## src/rtl/fpadd_pkg.sv

```systemverilog
package fpadd_pkg;

  localparam int STAGES = 4;

  // Per-stage strobes from control to datapath.
  typedef struct packed {
    logic [STAGES-1:0] load;  // stage k captures new data this cycle
    logic [STAGES-1:0] hold;  // stage k currently holds a valid pair
  } fpaStrobe_t;

endpackage

```

## src/rtl/fpadd_ctrl.sv

```systemverilog
module fpadd_ctrl
  import fpadd_pkg::*;
(
  input  logic       clk,
  input  logic       rst,
  input  logic       inValid,
  output fpaStrobe_t strobe,
  output logic       outValid
);

  logic [STAGES-1:0] validPipe;

  always_ff @(posedge clk) begin
    if (rst) validPipe <= '0;
    else     validPipe <= {validPipe[STAGES-2:0], inValid};
  end

  assign strobe.load = {validPipe[STAGES-2:0], inValid};
  assign strobe.hold = validPipe;
  assign outValid    = validPipe[STAGES-1];

  // a pair entering is held by the first stage on the next clock
  p_valid_enter_r10: assert property (@(posedge clk) disable iff (rst)
    inValid |=> validPipe[0]);

  // no phantom pair appears at the output stage
  p_valid_chain_r10: assert property (@(posedge clk) disable iff (rst)
    !validPipe[STAGES-2] |=> !outValid);

endmodule

```

## src/rtl/fpadd_datapath.sv

```systemverilog
module fpadd_datapath
  import fpadd_pkg::*;
#(
  parameter int EXP_W  = 8,
  parameter int FRAC_W = 23
) (
  input  logic                    clk,
  input  logic                    rst,
  input  fpaStrobe_t              strobe,
  input  logic [EXP_W+FRAC_W:0]   opA,
  input  logic [EXP_W+FRAC_W:0]   opB,
  input  logic                    subtract,
  output logic [EXP_W+FRAC_W:0]   result,
  output logic                    overflow,
  output logic                    underflow,
  output logic                    invalid
);

  localparam int WW   = EXP_W + FRAC_W + 1;  // word width
  localparam int MW   = FRAC_W + 1;          // significand with hidden bit
  localparam int XW   = MW + 3;              // plus guard, round, sticky
  localparam int SW   = XW + 1;              // plus carry
  localparam int EMAX = (1 << EXP_W) - 1;
  localparam int LZW  = $clog2(XW + 1);
  localparam logic [WW-1:0] QNAN = {1'b0, {EXP_W{1'b1}}, 1'b1, {(FRAC_W-1){1'b0}}};

  function automatic logic [LZW-1:0] leadZeros(input logic [XW-1:0] v);
    leadZeros = LZW'(XW);
    for (int i = 0; i < XW; i++)
      if (v[i]) leadZeros = LZW'(XW - 1 - i);
  endfunction

  // ---------------- stage 1: unpack, order, align ----------------
  logic              aSign, bSign, aNan, bNan, aInf, bInf, aBigger;
  logic [EXP_W-1:0]  aExp, bExp, bigExp, smlExp, bigEff, smlEff, expDiff;
  logic [FRAC_W-1:0] aFrac, bFrac, bigFrac, smlFrac;
  logic              bigSign;
  logic [XW-1:0]     smlExt, smlAligned;
  logic              alignSticky;

  always_comb begin
    aSign   = opA[WW-1];
    bSign   = opB[WW-1] ^ subtract;
    aExp    = opA[FRAC_W +: EXP_W];
    bExp    = opB[FRAC_W +: EXP_W];
    aFrac   = opA[FRAC_W-1:0];
    bFrac   = opB[FRAC_W-1:0];
    aNan    = (&aExp) && (|aFrac);
    bNan    = (&bExp) && (|bFrac);
    aInf    = (&aExp) && !(|aFrac);
    bInf    = (&bExp) && !(|bFrac);
    aBigger = opA[WW-2:0] >= opB[WW-2:0];
    bigExp  = aBigger ? aExp  : bExp;
    bigFrac = aBigger ? aFrac : bFrac;
    bigSign = aBigger ? aSign : bSign;
    smlExp  = aBigger ? bExp  : aExp;
    smlFrac = aBigger ? bFrac : aFrac;
    bigEff  = (bigExp == '0) ? EXP_W'(1) : bigExp;
    smlEff  = (smlExp == '0) ? EXP_W'(1) : smlExp;
    expDiff = bigEff - smlEff;
    smlExt  = {(smlExp != '0), smlFrac, 3'b000};
    if (int'(expDiff) >= XW) begin
      smlAligned  = '0;
      alignSticky = |smlExt;
    end else begin
      smlAligned  = smlExt >> expDiff;
      alignSticky = |(smlExt & ~({XW{1'b1}} << expDiff));
    end
    smlAligned[0] = smlAligned[0] | alignSticky;
  end

  logic             s1Sign, s1Sub, s1Nan, s1Inf, s1InfSign;
  logic [EXP_W-1:0] s1Exp;
  logic [XW-1:0]    s1Big, s1Sml;

  always_ff @(posedge clk) begin
    if (strobe.load[0]) begin
      s1Sign    <= bigSign;
      s1Sub     <= aSign ^ bSign;
      s1Exp     <= bigEff;
      s1Big     <= {(bigExp != '0), bigFrac, 3'b000};
      s1Sml     <= smlAligned;
      s1Nan     <= aNan | bNan | (aInf & bInf & (aSign != bSign));
      s1Inf     <= aInf | bInf;
      s1InfSign <= aInf ? aSign : bSign;
    end
  end

  // ---------------- stage 2: significand add ----------------
  logic [SW-1:0] sumComb;
  assign sumComb = s1Sub ? ({1'b0, s1Big} - {1'b0, s1Sml})
                         : ({1'b0, s1Big} + {1'b0, s1Sml});

  logic             s2Sign, s2Nan, s2Inf, s2InfSign;
  logic [EXP_W-1:0] s2Exp;
  logic [SW-1:0]    s2Sum;

  always_ff @(posedge clk) begin
    if (strobe.load[1]) begin
      s2Sum     <= sumComb;
      s2Sign    <= (s1Sub && sumComb == '0) ? 1'b0 : s1Sign;
      s2Exp     <= s1Exp;
      s2Nan     <= s1Nan;
      s2Inf     <= s1Inf;
      s2InfSign <= s1InfSign;
    end
  end

  // ---------------- stage 3: normalize ----------------
  logic [LZW-1:0]   lzCount;
  logic [EXP_W:0]   shiftLim, shiftAmt, normExp;
  logic [XW-1:0]    normSig;

  always_comb begin
    lzCount  = leadZeros(s2Sum[XW-1:0]);
    shiftLim = {1'b0, s2Exp} - (EXP_W+1)'(1);
    shiftAmt = ((EXP_W+1)'(lzCount) < shiftLim) ? (EXP_W+1)'(lzCount) : shiftLim;
    if (s2Sum[SW-1]) begin
      normSig = {s2Sum[SW-1:2], s2Sum[1] | s2Sum[0]};
      normExp = {1'b0, s2Exp} + (EXP_W+1)'(1);
    end else begin
      normSig = s2Sum[XW-1:0] << shiftAmt;
      normExp = {1'b0, s2Exp} - shiftAmt;
    end
  end

  logic             s3Sign, s3Nan, s3Inf, s3InfSign;
  logic [EXP_W:0]   s3Exp;
  logic [XW-1:0]    s3Sig;

  always_ff @(posedge clk) begin
    if (strobe.load[2]) begin
      s3Sig     <= normSig;
      s3Exp     <= normExp;
      s3Sign    <= s2Sign;
      s3Nan     <= s2Nan;
      s3Inf     <= s2Inf;
      s3InfSign <= s2InfSign;
    end
  end

  // a normalized nonzero significand above the subnormal floor leads with 1
  p_norm_lead_r4: assert property (@(posedge clk) disable iff (rst)
    (strobe.hold[2] && s3Exp > (EXP_W+1)'(1) && (|s3Sig)) |-> s3Sig[XW-1]);

  // ---------------- stage 4: round, renormalize, pack ----------------
  logic [MW-1:0]     keepSig, finalSig;
  logic [MW:0]       roundSum;
  logic              roundUp, isOvf;
  logic [EXP_W:0]    finalExp;
  logic [EXP_W-1:0]  expField;
  logic [WW-1:0]     packed_;
  logic              ovfNext, unfNext, invNext;

  always_comb begin
    keepSig  = s3Sig[XW-1:3];
    roundUp  = s3Sig[2] & (s3Sig[1] | s3Sig[0] | keepSig[0]);
    roundSum = {1'b0, keepSig} + (MW+1)'(roundUp);
    if (roundSum[MW]) begin
      finalSig = roundSum[MW:1];
      finalExp = s3Exp + (EXP_W+1)'(1);
    end else begin
      finalSig = roundSum[MW-1:0];
      finalExp = s3Exp;
    end
    expField = finalSig[MW-1] ? finalExp[EXP_W-1:0] : '0;
    isOvf    = finalExp >= (EXP_W+1)'(EMAX);
    ovfNext  = 1'b0;
    unfNext  = 1'b0;
    invNext  = 1'b0;
    if (s3Nan) begin
      packed_ = QNAN;
      invNext = 1'b1;
    end else if (s3Inf) begin
      packed_ = {s3InfSign, {EXP_W{1'b1}}, {FRAC_W{1'b0}}};
    end else if (isOvf) begin
      packed_ = {s3Sign, {EXP_W{1'b1}}, {FRAC_W{1'b0}}};
      ovfNext = 1'b1;
    end else begin
      packed_ = {s3Sign, expField, finalSig[FRAC_W-1:0]};
      unfNext = (expField == '0) && (|finalSig);
    end
  end

  always_ff @(posedge clk) begin
    if (strobe.load[3]) begin
      result    <= packed_;
      overflow  <= ovfNext;
      underflow <= unfNext;
      invalid   <= invNext;
    end
  end

  // the invalid flag travels only with the default quiet NaN
  p_nan_code_r8: assert property (@(posedge clk) disable iff (rst)
    (strobe.hold[3] && invalid) |-> (result == QNAN));

  // overflow always yields an infinity encoding
  p_ovf_inf_r7: assert property (@(posedge clk) disable iff (rst)
    (strobe.hold[3] && overflow) |-> (result[WW-2:0] == {{EXP_W{1'b1}}, {FRAC_W{1'b0}}}));

  // underflow only with a zero exponent field and nonzero fraction
  p_unf_field_r6: assert property (@(posedge clk) disable iff (rst)
    (strobe.hold[3] && underflow) |-> (result[FRAC_W +: EXP_W] == '0 && (|result[FRAC_W-1:0])));

  // flags are mutually exclusive
  p_flag_excl_r7: assert property (@(posedge clk) disable iff (rst)
    strobe.hold[3] |-> $countones({overflow, underflow, invalid}) <= 1);

endmodule

```

## src/rtl/fp32_addsub.sv

```systemverilog
module fp32_addsub
  import fpadd_pkg::*;
#(
  parameter int EXP_W  = 8,
  parameter int FRAC_W = 23
) (
  input  logic                  clk,
  input  logic                  rst,
  input  logic                  inValid,
  input  logic [EXP_W+FRAC_W:0] opA,
  input  logic [EXP_W+FRAC_W:0] opB,
  input  logic                  subtract,
  output logic                  outValid,
  output logic [EXP_W+FRAC_W:0] result,
  output logic                  overflow,
  output logic                  underflow,
  output logic                  invalid
);

  fpaStrobe_t strobe;

  fpadd_ctrl u_ctrl (
    .clk      (clk),
    .rst      (rst),
    .inValid  (inValid),
    .strobe   (strobe),
    .outValid (outValid)
  );

  fpadd_datapath #(.EXP_W(EXP_W), .FRAC_W(FRAC_W)) u_dp (
    .clk       (clk),
    .rst       (rst),
    .strobe    (strobe),
    .opA       (opA),
    .opB       (opB),
    .subtract  (subtract),
    .result    (result),
    .overflow  (overflow),
    .underflow (underflow),
    .invalid   (invalid)
  );

endmodule

```

## config.mk

```make
export PLATFORM = sky130hd
export DESIGN_NAME = fp32_addsub
export DESIGN_NICKNAME = d
export VERILOG_FILES = /design/src/rtl/fpadd_pkg.sv /design/src/rtl/fpadd_ctrl.sv /design/src/rtl/fpadd_datapath.sv /design/src/rtl/fp32_addsub.sv
export SDC_FILE = /design/constraint.sdc
export NUM_CORES = 1
export LEC_CHECK = 0
export BUFFER_PORTS_ARGS = -buffer_cell sky130_fd_sc_hd__buf_2
export CAP_MARGIN = 0
export CORE_AREA = 3 3 187 189
export CTS_CLUSTER_SIZE = 8
export DETAILED_ROUTE_END_ITERATION = 10
export DIE_AREA = 0 0 190 192
export GPL_TIMING_DRIVEN = 0
export PLACE_DENSITY = 0.66
export SLEW_MARGIN = 30
export SYNTH_ARGS = -nofsm -noshare
export SYNTH_HDL_FRONTEND = slang
export SYNTH_SLANG_ARGS = --single-unit
```

## constraint.sdc

```tcl
create_clock -name clk -period 13.97 [get_ports clk]
set_input_delay 2.794 -clock clk [delete_from_list [all_inputs] [get_ports clk]]
set_output_delay 2.794 -clock clk [all_outputs]
set_load 0.005 [all_outputs]
```

# After elaboration in Yosys (flattened, before gate mapping)
# Cells that the tools add are included.
# Widths: inputs -> output; s select.
op_classes:
  n_eq_ne: 1
  shift: 3
  reduce_logical: 23
  bitwise_logic: 14
  n_addsub: 8
  magnitude_cmp: 4
  n_mux: 48
ops:
  columns: ["cell", "count"]
  rows:
  - ["$mux 5", 16]
  - ["$reduce_or 24->1", 2]
  - ["$mux 23", 2]
  - ["$reduce_or 23->1", 2]
  - ["$mux 8", 5]
  - ["$mux 32", 1]
  - ["$mux 4", 8]
  - ["$ge 31x31->1", 1]
  - ["$mux 31", 1]
  - ["$add 27x27->28", 1]
  - ["$logic_not 28->1", 1]
  - ["$mux 28", 1]
  - ["$sub 27x27->28", 1]
  - ["$and 27x27->27", 1]
  - ["$mux 9", 3]
  - ["$not 27->27", 1]
  - ["$reduce_or 27->1", 1]
  - ["$shl 27x8->27 const A", 1]
  - ["$shl 27x9->27", 1]
  - ["$shr 27x8->27", 1]
  - ["$mux 26", 1]
  - ["$add 24x1->25", 1]
  - ["$logic_not 8->1", 3]
  - ["$mux 24", 1]
  - ["other kinds (20)", 44]
word_totals:
  register_bits: 183

# Longest topological paths before layout
# Gate-level depths: netlist (run 1).
logic_depth:
  ltp_word: 31
  ltp_mapped: 26

# Cells and area by module
# Synthesis (run 1) repeated with hierarchy kept, for this count alone.
unflattened:
  hier_cells: 1704
  area_unflattened_um2: 15866.5
by_module_without_submodules:
  columns: ["mod", "n_inst", "cells_each", "area_per_inst_um2"]
  rows:
  - ["fpadd_datapath", 1, 1691, 15723.8]
  - ["fpadd_ctrl", 1, 13, 142.6]

# Worst setup path after synthesis (run 1)
# No wires, ideal clock.
synth_timing:
  kind: "in2reg"
  startpoint: "in opB[12]"
  endpoint: "reg u_dp.s1Sml[0], data pin"
  slack_ns: 5.628
  required_time_ns: 13.703
  cell_stages: 24
  arrival_time_ns: 8.075
  cell_sequence: "inv_1 ha_1 a211oi_1 o21bai_1 a211o_1 o21a_1 buf_2 nor2_2 buf_2 buf_2 clkbuf_1 o211ai_1 ha_1 fa_1 nand2b_1 a211oi_1 o2111ai_1 mux2i_1 nor2_1 nor2_1 a31oi_1 o32a_1 nor4b_1 a21oi_1"
synth_via:
  elab_chain_cells: 11
synth_rtl:
  columns: ["item", "line", "text"]
  rows:
  - ["start, declared", "fp32_addsub.sv:11", "input logic [EXP_W+FRAC_W:0] opB,"]
  - ["$ge 31x31->1", "fpadd_datapath.sv:52", "aBigger = opA[WW-2:0] >= opB[WW-2:0];"]
  - ["$mux 8, on equally long branches", "fpadd_datapath.sv:53, fpadd_datapath.sv:56", null]
  - ["$logic_not 8->1, on equally long branches", "fpadd_datapath.sv:58, fpadd_datapath.sv:59", null]
  - ["$mux 8, on equally long branches", "fpadd_datapath.sv:58, fpadd_datapath.sv:59", null]
  - ["$sub 8x8->8", "fpadd_datapath.sv:60", "expDiff = bigEff - smlEff;"]
  - ["$shl 27x8->27", "fpadd_datapath.sv:67", "alignSticky = |(smlExt & ~({XW{1'b1}} << expDiff));"]
  - ["$not 27->27", "fpadd_datapath.sv:67", null]
  - ["$and 27x27->27", "fpadd_datapath.sv:67", null]
  - ["$reduce_or 27->1", "fpadd_datapath.sv:67", null]
  - ["$mux 1", "fpadd_datapath.sv:62", "if (int'(expDiff) >= XW) begin"]
  - ["$or 1x1->1 *", "fpadd_datapath.sv:69", "smlAligned[0] = smlAligned[0] | alignSticky;"]
  - ["net u_dp.smlAligned[0]", "fpadd_datapath.sv:38", "logic [XW-1:0] smlExt, smlAligned;"]
  - ["end signal, assigned", "fpadd_datapath.sv:82", "s1Sml <= smlAligned;"]
  - ["end, declared", "fpadd_datapath.sv:74", "logic [XW-1:0] s1Big, s1Sml;"]
# Mark *: on every way through the listed nets, which the timed path passes. The rest lies on a longest branch.
# A chain may end at the register's enable or synchronous reset.

# Final worst setup path (run 1)
layout_timing:
  startpoint: "in opB[30]"
  endpoint: "reg u_dp.s1Sml[0], data pin"
# Same word-level chain as after synthesis.

==> impl_metrics.csv, run 1 <==
group,metric,value,unit
power_and_ir_drop,total_power,2.439,mW
placement,place_area,17470,um2
finish,area_delta_synth_final,10.47,%
logic_synthesis,ys_ff_latch,183,
floorplan,coreArea,33450,um2
detailed_routing,drt_first_pass_iters,8,
detailed_routing,post_drt_wl_per_cell,24.72,um
timing,finalClockSkew,0.01076,ns
floorplan,io_pins,104,
finish,design_area,18030,um2
logic_synthesis,synthArstFlopShare,0,
timing,slew_violations,0,
floorplan,dieArea,36480,um2
placement,dp_cells,2358,
power_and_ir_drop,power.internal,1.348,mW
placement,dp_slack,2.966,ns
logic_synthesis,synth_cell_types,95,
logic_synthesis,seq_area_frac_synth,0.3343,
timing,hold_violations,0,
setup_path,path_max_fanout,10,
clock_network,numCtsBuffers,17,
finish,fin_util,0.5390,
logic_synthesis,synthFlopType,"edfxtp_1",
clock_network,clock_sinks,183,
power_and_ir_drop,p_sw_frac,0.4471,
global_routing,grtUsageMet3,0.06315,
timing,timing.final.ws_setup,3.810,ns
clock_network,cts_root_buffer,"clkbuf_16",
clock_network,cts_htree_levels,4,
setup_path,r2r_slack,6.91,ns
global_routing,grt_first_pass_wirelength,88.52,mm
floorplan,die_x,190,um
clock_network,cts_tree,"built",
setup_path,worstSetupPathType,"input port to register",
detailed_routing,num_vias,15510,
clock_network,path_clk_slew,0.07,ns
logic_synthesis,syn-cell-area,16320,um2
power_and_ir_drop,seq_power_share,0.307,
detailed_routing,drc,0,
setup_path,cp-start-kind,"input port",
floorplan,core.rowCount,67,
global_routing,antenna_found_initial,3,
logic_synthesis,yosys_warnings,0,
detailed_routing,drtIter0Drc,1570,
logic_synthesis,synth.top_cell.area_share,0.3294,
power_and_ir_drop,p_per_area,135.3,nW/um2
logic_synthesis,syn_inst,1804,
logic_synthesis,avgSynthCellArea,9.046,um2
timing,whs,0.4220,ns
detailed_routing,routed_wl,59.10,mm
power_and_ir_drop,power.switching,1.091,mW
power_and_ir_drop,p_leak,6.896,nW
timing,setup_tns,0,ns
global_routing,grt_start_max_net_pins,42,
finish,instances_no_fill,2391,
floorplan,start_util,0.4879,
outcome,status,"completed",
clock_network,clk_latency,0.45,ns
global_routing,top_usage_layer,"met2",
logic_synthesis,synth.area.top_cells,"edfxtp_1 33%, ha_1 8.0%, mux2i_1 5.9%, mux4_2 4.4%, nand2_1 4.1%",
power_and_ir_drop,combPwrFrac,0.505,
power_and_ir_drop,ir_drop,0.00009833,V
global_routing,grt.total_usage,0.3189,
placement,gp_congestion,1.001,
setup_path,crit_path_end_kind,"register",
timing,rsz0062_at_grt,"no",
detailed_routing,ant_nets,0,
logic_synthesis,syn_nets,1979,
timing,max_freq,0.09843,GHz
global_routing,met1_usage,0.4621,
flow_run,maxCapViolCount,0,
global_routing,first_global_vias,14360,
setup_path,cp.arrival,10.33,ns
power_and_ir_drop,clock_power_share,0.188,
finish,drive_above_1_share,0.1277,
placement,hpwl,46.25,mm
timing,fin_crit,10.16,ns
finish,fin_nets,2104,
floorplan,die_y,192,um
global_routing,grt_remaining_overflow,0,
timing,worstMarginPinSlew,0.9772,ns
clock_network,cts_setup_buffers,0,
logic_synthesis,synth_top_area_cell,"edfxtp_1",
placement,port_buffers,103,
clock_network,cts_resized,0,
timing,finalSetupViolCount,0,
detailed_routing,viasPerCell,6.487,
clock_network,cts_hold_buf,0,
logic_synthesis,synth_edf_count,179,
global_routing,grtUsageMet2,0.4884,
hold_path,holdCritPathClass,"register to register",
timing,slew-limit-headroom,0.3417,
clock_network,cts_max_path_buffers,2,
timing,period_share,0.7273,
setup_path,worstPathRequired,14.14,ns
==> layout by cell type (no fill, tap or decap), types with 9 or more instances in the layout <==
cell / netlist / layout
and3_1: 12 / 12
nand2_1: 180 / 180
nand2b_1: 13 / 13
buf_1: 9 / 9
ha_1: 104 / 104
o21a_1: 10 / 10
o22ai_1: 12 / 12
o21bai_1: 12 / 12
buf_2: 12 / 114
nand4_1: 25 / 25
a21o_1: 16 / 16
nand3_1: 74 / 74
a221o_1: 9 / 9
a211o_1: 10 / 10
mux2_2: 14 / 14
a22oi_1: 12 / 12
nor2_1: 152 / 152
mux4_2: 32 / 32
a211oi_1: 31 / 31
o31ai_1: 16 / 16
o21ai_0: 116 / 116
o211ai_1: 15 / 15
nor4_1: 24 / 24
edfxtp_1: 179 / 179
clkbuf_16: 0 / 17
mux2i_1: 96 / 96
nor2b_1: 13 / 13
xnor2_1: 42 / 41
clkbuf_1: 54 / 55
or3_1: 11 / 11
a21oi_1: 113 / 112
a31oi_1: 17 / 17
xor2_1: 27 / 27
nor3_1: 42 / 42
inv_1: 112 / 112
==> routing by layer <==
layer,share of wire,vias up
met1,0.45,7441
met3,0.096,121
li1,-,7081
met4,0.024,0
met2,0.44,867
met5,0,-
==> critical path, cell delays in order <==
cell and delay [ns]:
buf_2 0.13, inv_1 0.06, ha_1 0.30, nand4_1 0.16, or3_1 0.45, nor3_1 0.33, o21ai_0 0.18, nand2_1 0.24
buf_1 0.51, o21ai_0 0.34, nor4_1 0.30, nor4bb_2 0.65, nor2_1 0.10, ha_1 0.25, fa_1 0.46, nand2b_1 0.20
a211oi_1 0.38, o2111ai_1 0.19, mux2i_1 0.22, nor2_1 0.20, nor2_1 0.58, a31oi_1 0.24, o32a_1 0.39, nor4b_1 0.53
a21oi_1 0.12
==> cell families after synthesis <==
group | share of synthesized area
buffers and inverters | 0.05114
flip-flops | 0.3343
XOR/XNOR | 0.03703
AND/OR/NAND/NOR | 0.1791
multiplexers | 0.1134
adder cells (fa/ha/maj) | 0.08342
AO/OA/AOI/OAI | 0.2016
==> power groups by stage <==
stage	Sequential, mW	Combinational (mW)	Clock [mW]
4_1_cts	0.745	1.19	0.464
2_1_floorplan	0.726	0.807	0
3_5_place_dp	0.756	1.19	0
3_3_place_gp	0.759	1.18	0
6_report	0.749	1.23	0.459
5_1_grt	0.752	1.31	0.486
==> sequential cells by signal, summed over array words and instances (netlist names), 4 cells and up <==
register	count
u_dp.result	32
u_dp.s2Sum	28
u_dp.s1Sml	27
u_dp.s3Sig	27
u_dp.s1Big	24
u_dp.s3Exp	9
u_dp.s1Exp	8
u_dp.s2Exp	8
u_ctrl.validPipe	4
==> layout make-up <==
class                      count  area (um2)
clock inverter                14       115.1
clock buffer                  18       429.2
fill                        3172       15420
buffer                        84       390.4
multi-input combinational   1420       10050
sequential                   183        5459
antenna                        1       2.502
tap                          448       560.5
timing repair buffer         106       578.1
inverter                     117       444.2
==> path summary, 6_finish.rpt <==
kind | to | cells past startpoint | start
worst min-delay path | u_dp.s2Exp[3] | 0 | u_dp.s1Exp[3]
worst max register to register | u_dp.s3Exp[8] | 24 | u_dp.s2Sum[10]
worst min register to register | u_dp.s2Exp[3] | 0 | u_dp.s1Exp[3]
worst max-delay path | u_dp.s1Sml[0] | 25 | opB[30]
==> cells in the mapped netlist (9+ instances only) <==
cell and count:
mux4_2 32, clkbuf_1 54, a211o_1 10, a22oi_1 12
nor2b_1 13, nor4_1 24, o22ai_1 12, a21o_1 16
edfxtp_1 179, or3_1 11, o21ai_0 116, a221o_1 9
o211ai_1 15, nor3_1 42, a211oi_1 31, xnor2_1 42
nand4_1 25, inv_1 112, ha_1 104, nor2_1 152
o21a_1 10, nand3_1 74, buf_1 9, a31oi_1 17
nand2b_1 13, and3_1 12, mux2_2 14, o21bai_1 12
o31ai_1 16, xor2_1 27, a21oi_1 113, buf_2 12
nand2_1 180, mux2i_1 96
(Power assumes the default switching activity.)
==> inputs of run 2 (changes only) <==
--- a/config.mk
+++ b/config.mk
@@ -5,12 +5,13 @@
 export SDC_FILE = /design/constraint.sdc
 export NUM_CORES = 1
 export LEC_CHECK = 0
+export ABC_AREA = 1
 export BUFFER_PORTS_ARGS = -buffer_cell sky130_fd_sc_hd__buf_2
 export CAP_MARGIN = 0
-export CORE_AREA = 3 3 187 189
+export CORE_AREA = 3 3 182 184
 export CTS_CLUSTER_SIZE = 8
 export DETAILED_ROUTE_END_ITERATION = 10
-export DIE_AREA = 0 0 190 192
+export DIE_AREA = 0 0 185 187
 export GPL_TIMING_DRIVEN = 0
 export PLACE_DENSITY = 0.66
 export SLEW_MARGIN = 30
==> constraint.sdc (replaced) <==
create_clock -name clk -period 10.4 [get_ports clk]
set_input_delay 2.08 -clock clk [delete_from_list [all_inputs] [get_ports clk]]
set_output_delay 2.08 -clock clk [all_outputs]
set_load 0.005 [all_outputs]
==> run 2 against run 1 <==
  * Via count down 3.5%
  * Non-clock buffer count decreased by 10
  * Total power rose by 28%
  * Core utilization up 0.14 points
  * Critical path type unchanged
  * Global-route usage down 3.6 points
  * Flip-flop and latch count is the same
==> impl_metrics.csv, run 2 <==
group,metric,value,unit
timing,slew_violations,0,
power_and_ir_drop,total_power,3.127,mW
setup_path,worst_path_most_repeated_cell,"o21ai_0",
setup_path,r2r_end,"u_dp.s3Exp[7]",
setup_path,cp-start-kind,"input port",
floorplan,coreArea,31560,um2
timing,finalClockSkew,0.01281,ns
timing,hold_violations,0,
timing,slew-limit-headroom,0.3364,
clock_network,cts_max_path_buffers,2,
detailed_routing,routed_wl,48.84,mm
clock_network,cts_root_buffer,"clkbuf_16",
setup_path,r2r_slack,5.04,ns
logic_synthesis,syn_nets,2265,
logic_synthesis,synth_edf_count,179,
timing,finalSetupViolCount,0,
timing,period_share,0.8703,
setup_path,worstSetupPathType,"input port to register",
finish,largest_registers,"u_dp.result: 32 flops, u_dp.s2Sum: 28 flops",
clock_network,cts_resized,0,
power_and_ir_drop,p_leak,7.795,nW
logic_synthesis,ys_ff_latch,183,
power_and_ir_drop,p_per_area,183.4,nW/um2
floorplan,die_x,185,um
logic_synthesis,synth.area.top_cells,"edfxtp_1 35%, nand2_1 13%, ha_1 8.5%, inv_1 6.2%, nand3_1 6.0%",
logic_synthesis,synthArstFlopShare,0,
clock_network,numCtsBuffers,17,
clock_network,clock_sinks,183,
setup_path,cp.buffers_inverters,8,
global_routing,first_global_vias,14160,
setup_path,reg2reg_from,"u_dp.s2Sum[1]",
hold_path,min_to,"u_dp.s2Exp[3]",
placement,hpwl,40.60,mm
floorplan,start_util,0.4869,
finish,instances_no_fill,2629,
clock_network,cts_setup_buffers,0,
logic_synthesis,synth.top_cell.area_share,0.3498,
logic_synthesis,synth_top_area_cell,"edfxtp_1",
setup_path,cp.arrival,9.27,ns
setup_path,crit_family,"compound AO/OA/AOI/OAI gates",
setup_path,rr_worst_depth,31,
clock_network,clk_latency,0.45,ns
hold_path,holdCritPathClass,"register to register",
finish,layout_commonest_cell,"nand2_1",
power_and_ir_drop,power.internal,1.702,mW
setup_path,path_max_fanout,10,
flow_run,maxCapViolCount,0,
detailed_routing,post_drt_wl_per_cell,18.58,um
timing,setup_tns,0,ns
detailed_routing,num_vias,14970,
logic_synthesis,seq_area_frac_synth,0.3550,
hold_path,whs_path_depth,0,
global_routing,grt.total_usage,0.2832,
logic_synthesis,avgSynthCellArea,7.352,um2
timing,rsz0062_at_grt,"no",
finish,drive_above_1_share,0.09924,
floorplan,dieArea,34600,um2
power_and_ir_drop,ir_drop,0.0001212,V
placement,port_buffers,103,
setup_path,crit_slowest_cell,"a31oi_1",
finish,n_fill_cell,3085,
timing,worstMarginPinSlew,0.9850,ns
clock_network,cts_hold_buf,0,
finish,area_delta_synth_final,10.98,%
logic_synthesis,synth_cell_types,61,
hold_path,hp-start,"u_dp.s1Exp[3]",
finish,top_register,"u_dp.result",
setup_path,crit_path_end_kind,"register",
global_routing,grt_first_pass_wirelength,76.80,mm
power_and_ir_drop,combPwrFrac,0.481,
power_and_ir_drop,clock_power_share,0.210,
setup_path,max_stage_delay,0.57,ns
global_routing,grt_remaining_overflow,0,
clock_network,cts_tree,"built",
finish,seqCellArea,5459,um2
logic_synthesis,syn-cell-area,15360,um2
finish,final_cell_mix,"551 x nand2_1, 252 x inv_1, 183 x nand3_1",
global_routing,antenna_found_initial,3,
power_and_ir_drop,seq_power_share,0.309,
power_and_ir_drop,p_sw_frac,0.4559,
finish,largest_reg_flops,32,
outcome,status,"completed",
logic_synthesis,synthFlopType,"edfxtp_1",
timing,fin_crit,9.051,ns
setup_path,worstPathRequired,10.62,ns
floorplan,core.rowCount,65,
detailed_routing,ant_nets,0,
clock_network,cts_htree_levels,4,
global_routing,grt_start_max_net_pins,66,
power_and_ir_drop,power.switching,1.426,mW
timing,whs,0.4233,ns
detailed_routing,drt_first_pass_iters,7,
floorplan,die_y,187,um
logic_synthesis,yosys_warnings,0,
detailed_routing,drc,0,
finish,antennaDiodeCount,0,
placement,gp_congestion,0.9950,
detailed_routing,viasPerCell,5.694,
placement,dp_cells,2597,
logic_synthesis,syn_inst,2090,
detailed_routing,drtIter0Drc,1503,
floorplan,io_pins,104,
timing,max_freq,0.1105,GHz
finish,multi_input_comb_area,8567,um2
finish,fin_nets,2389,
logic_synthesis,synth_common_cells,"551 x nand2_1, 252 x inv_1, 183 x nand3_1, 180 x o21ai_0, 179 x edfxtp_1",
logic_synthesis,yosysMostFrequentCell,"nand2_1",
clock_network,path_clk_slew,0.08,ns
## run 2: final cells by class
type	instances	area share
Buffer	75	0.02135
Clock buffer	18	0.02576
Clock inverter	14	0.01027
Inverter	262	0.05782
Multi-Input combinational cell	1570	0.5024
Sequential cell	183	0.3201
Tap cell	402	0.02950
Timing Repair Buffer	105	0.03273
## run 2: worst max-delay path by stage
| stage | cells after the start | slack [ns] | startpoint | end |
|---|---|---|---|---|
| 3_3_place_gp | 40 | 1.02 | opB[2] | u_dp.s1Sml[0] |
| 3_5_place_dp | 36 | 0.99 | opB[2] | u_dp.s1Sml[5] |
| 4_1_cts | 36 | 1.46 | opB[2] | u_dp.s1Sml[5] |
| 5_1_grt | 39 | 0.72 | opB[2] | u_dp.s1Sml[0] |
| 2_1_floorplan | 38 | 3.10 | opB[2] | u_dp.s1Sml[0] |
| 6_report | 36 | 1.35 | opB[2] | u_dp.s1Sml[5] |
## run 2: cell families (layout without fill, tap and decap cells)
kind of cell	Yosys count	after routing	synth area share
multiplexers	5	5	0.003257
AO/OA/AOI/OAI	370	370	0.1351
flip-flops	183	183	0.3550
AND/OR/NAND/NOR	1017	1017	0.2897
XOR/XNOR	71	71	0.04047
buffers and inverters	337	474	0.08787
adder cells (fa/ha/maj)	107	107	0.08860
## run 2: per-stage QoR
stage	utilization	setup WS [ns]	cell area, um2
floorplan	-	3.104	15360
global placement	0.5192	1.021	16380
detailed placement	0.5209	0.9945	16440
CTS	0.5404	1.458	17050
global route	0.5404	0.7206	17050
finish	0.5404	1.349	17050
## run 2: power by group through the flow
stage	combinational (mW)	clock, mW	sequential, mW
2_1_floorplan	1.02	0	0.969
3_3_place_gp	1.46	0	0.984
3_5_place_dp	1.46	0	0.983
4_1_cts	1.47	0.671	0.966
5_1_grt	1.67	0.703	0.975
6_report	1.50	0.658	0.966
## run 2: worst reg2reg max path: cells and delay by family (launching register included)
family,cells,cell delay (ns)
XOR/XNOR,1,0.14
buffers and inverters,3,0.48
AO/OA/AOI/OAI,8,1.46
flip-flops,1,0.46
AND/OR/NAND/NOR,17,2.07
adder cells (fa/ha/maj),2,0.51
## run 2: layer usage
| layer | part of all wire | GRT usage | up-vias |
|---|---|---|---|
| met4 | 0.034 | 0.09841 | 2 |
| met2 | 0.45 | 0.4504 | 568 |
| met5 | 0.00020 | 0 | - |
| li1 | - | - | 7318 |
| met1 | 0.45 | 0.3985 | 6983 |
| met3 | 0.063 | 0.03578 | 99 |
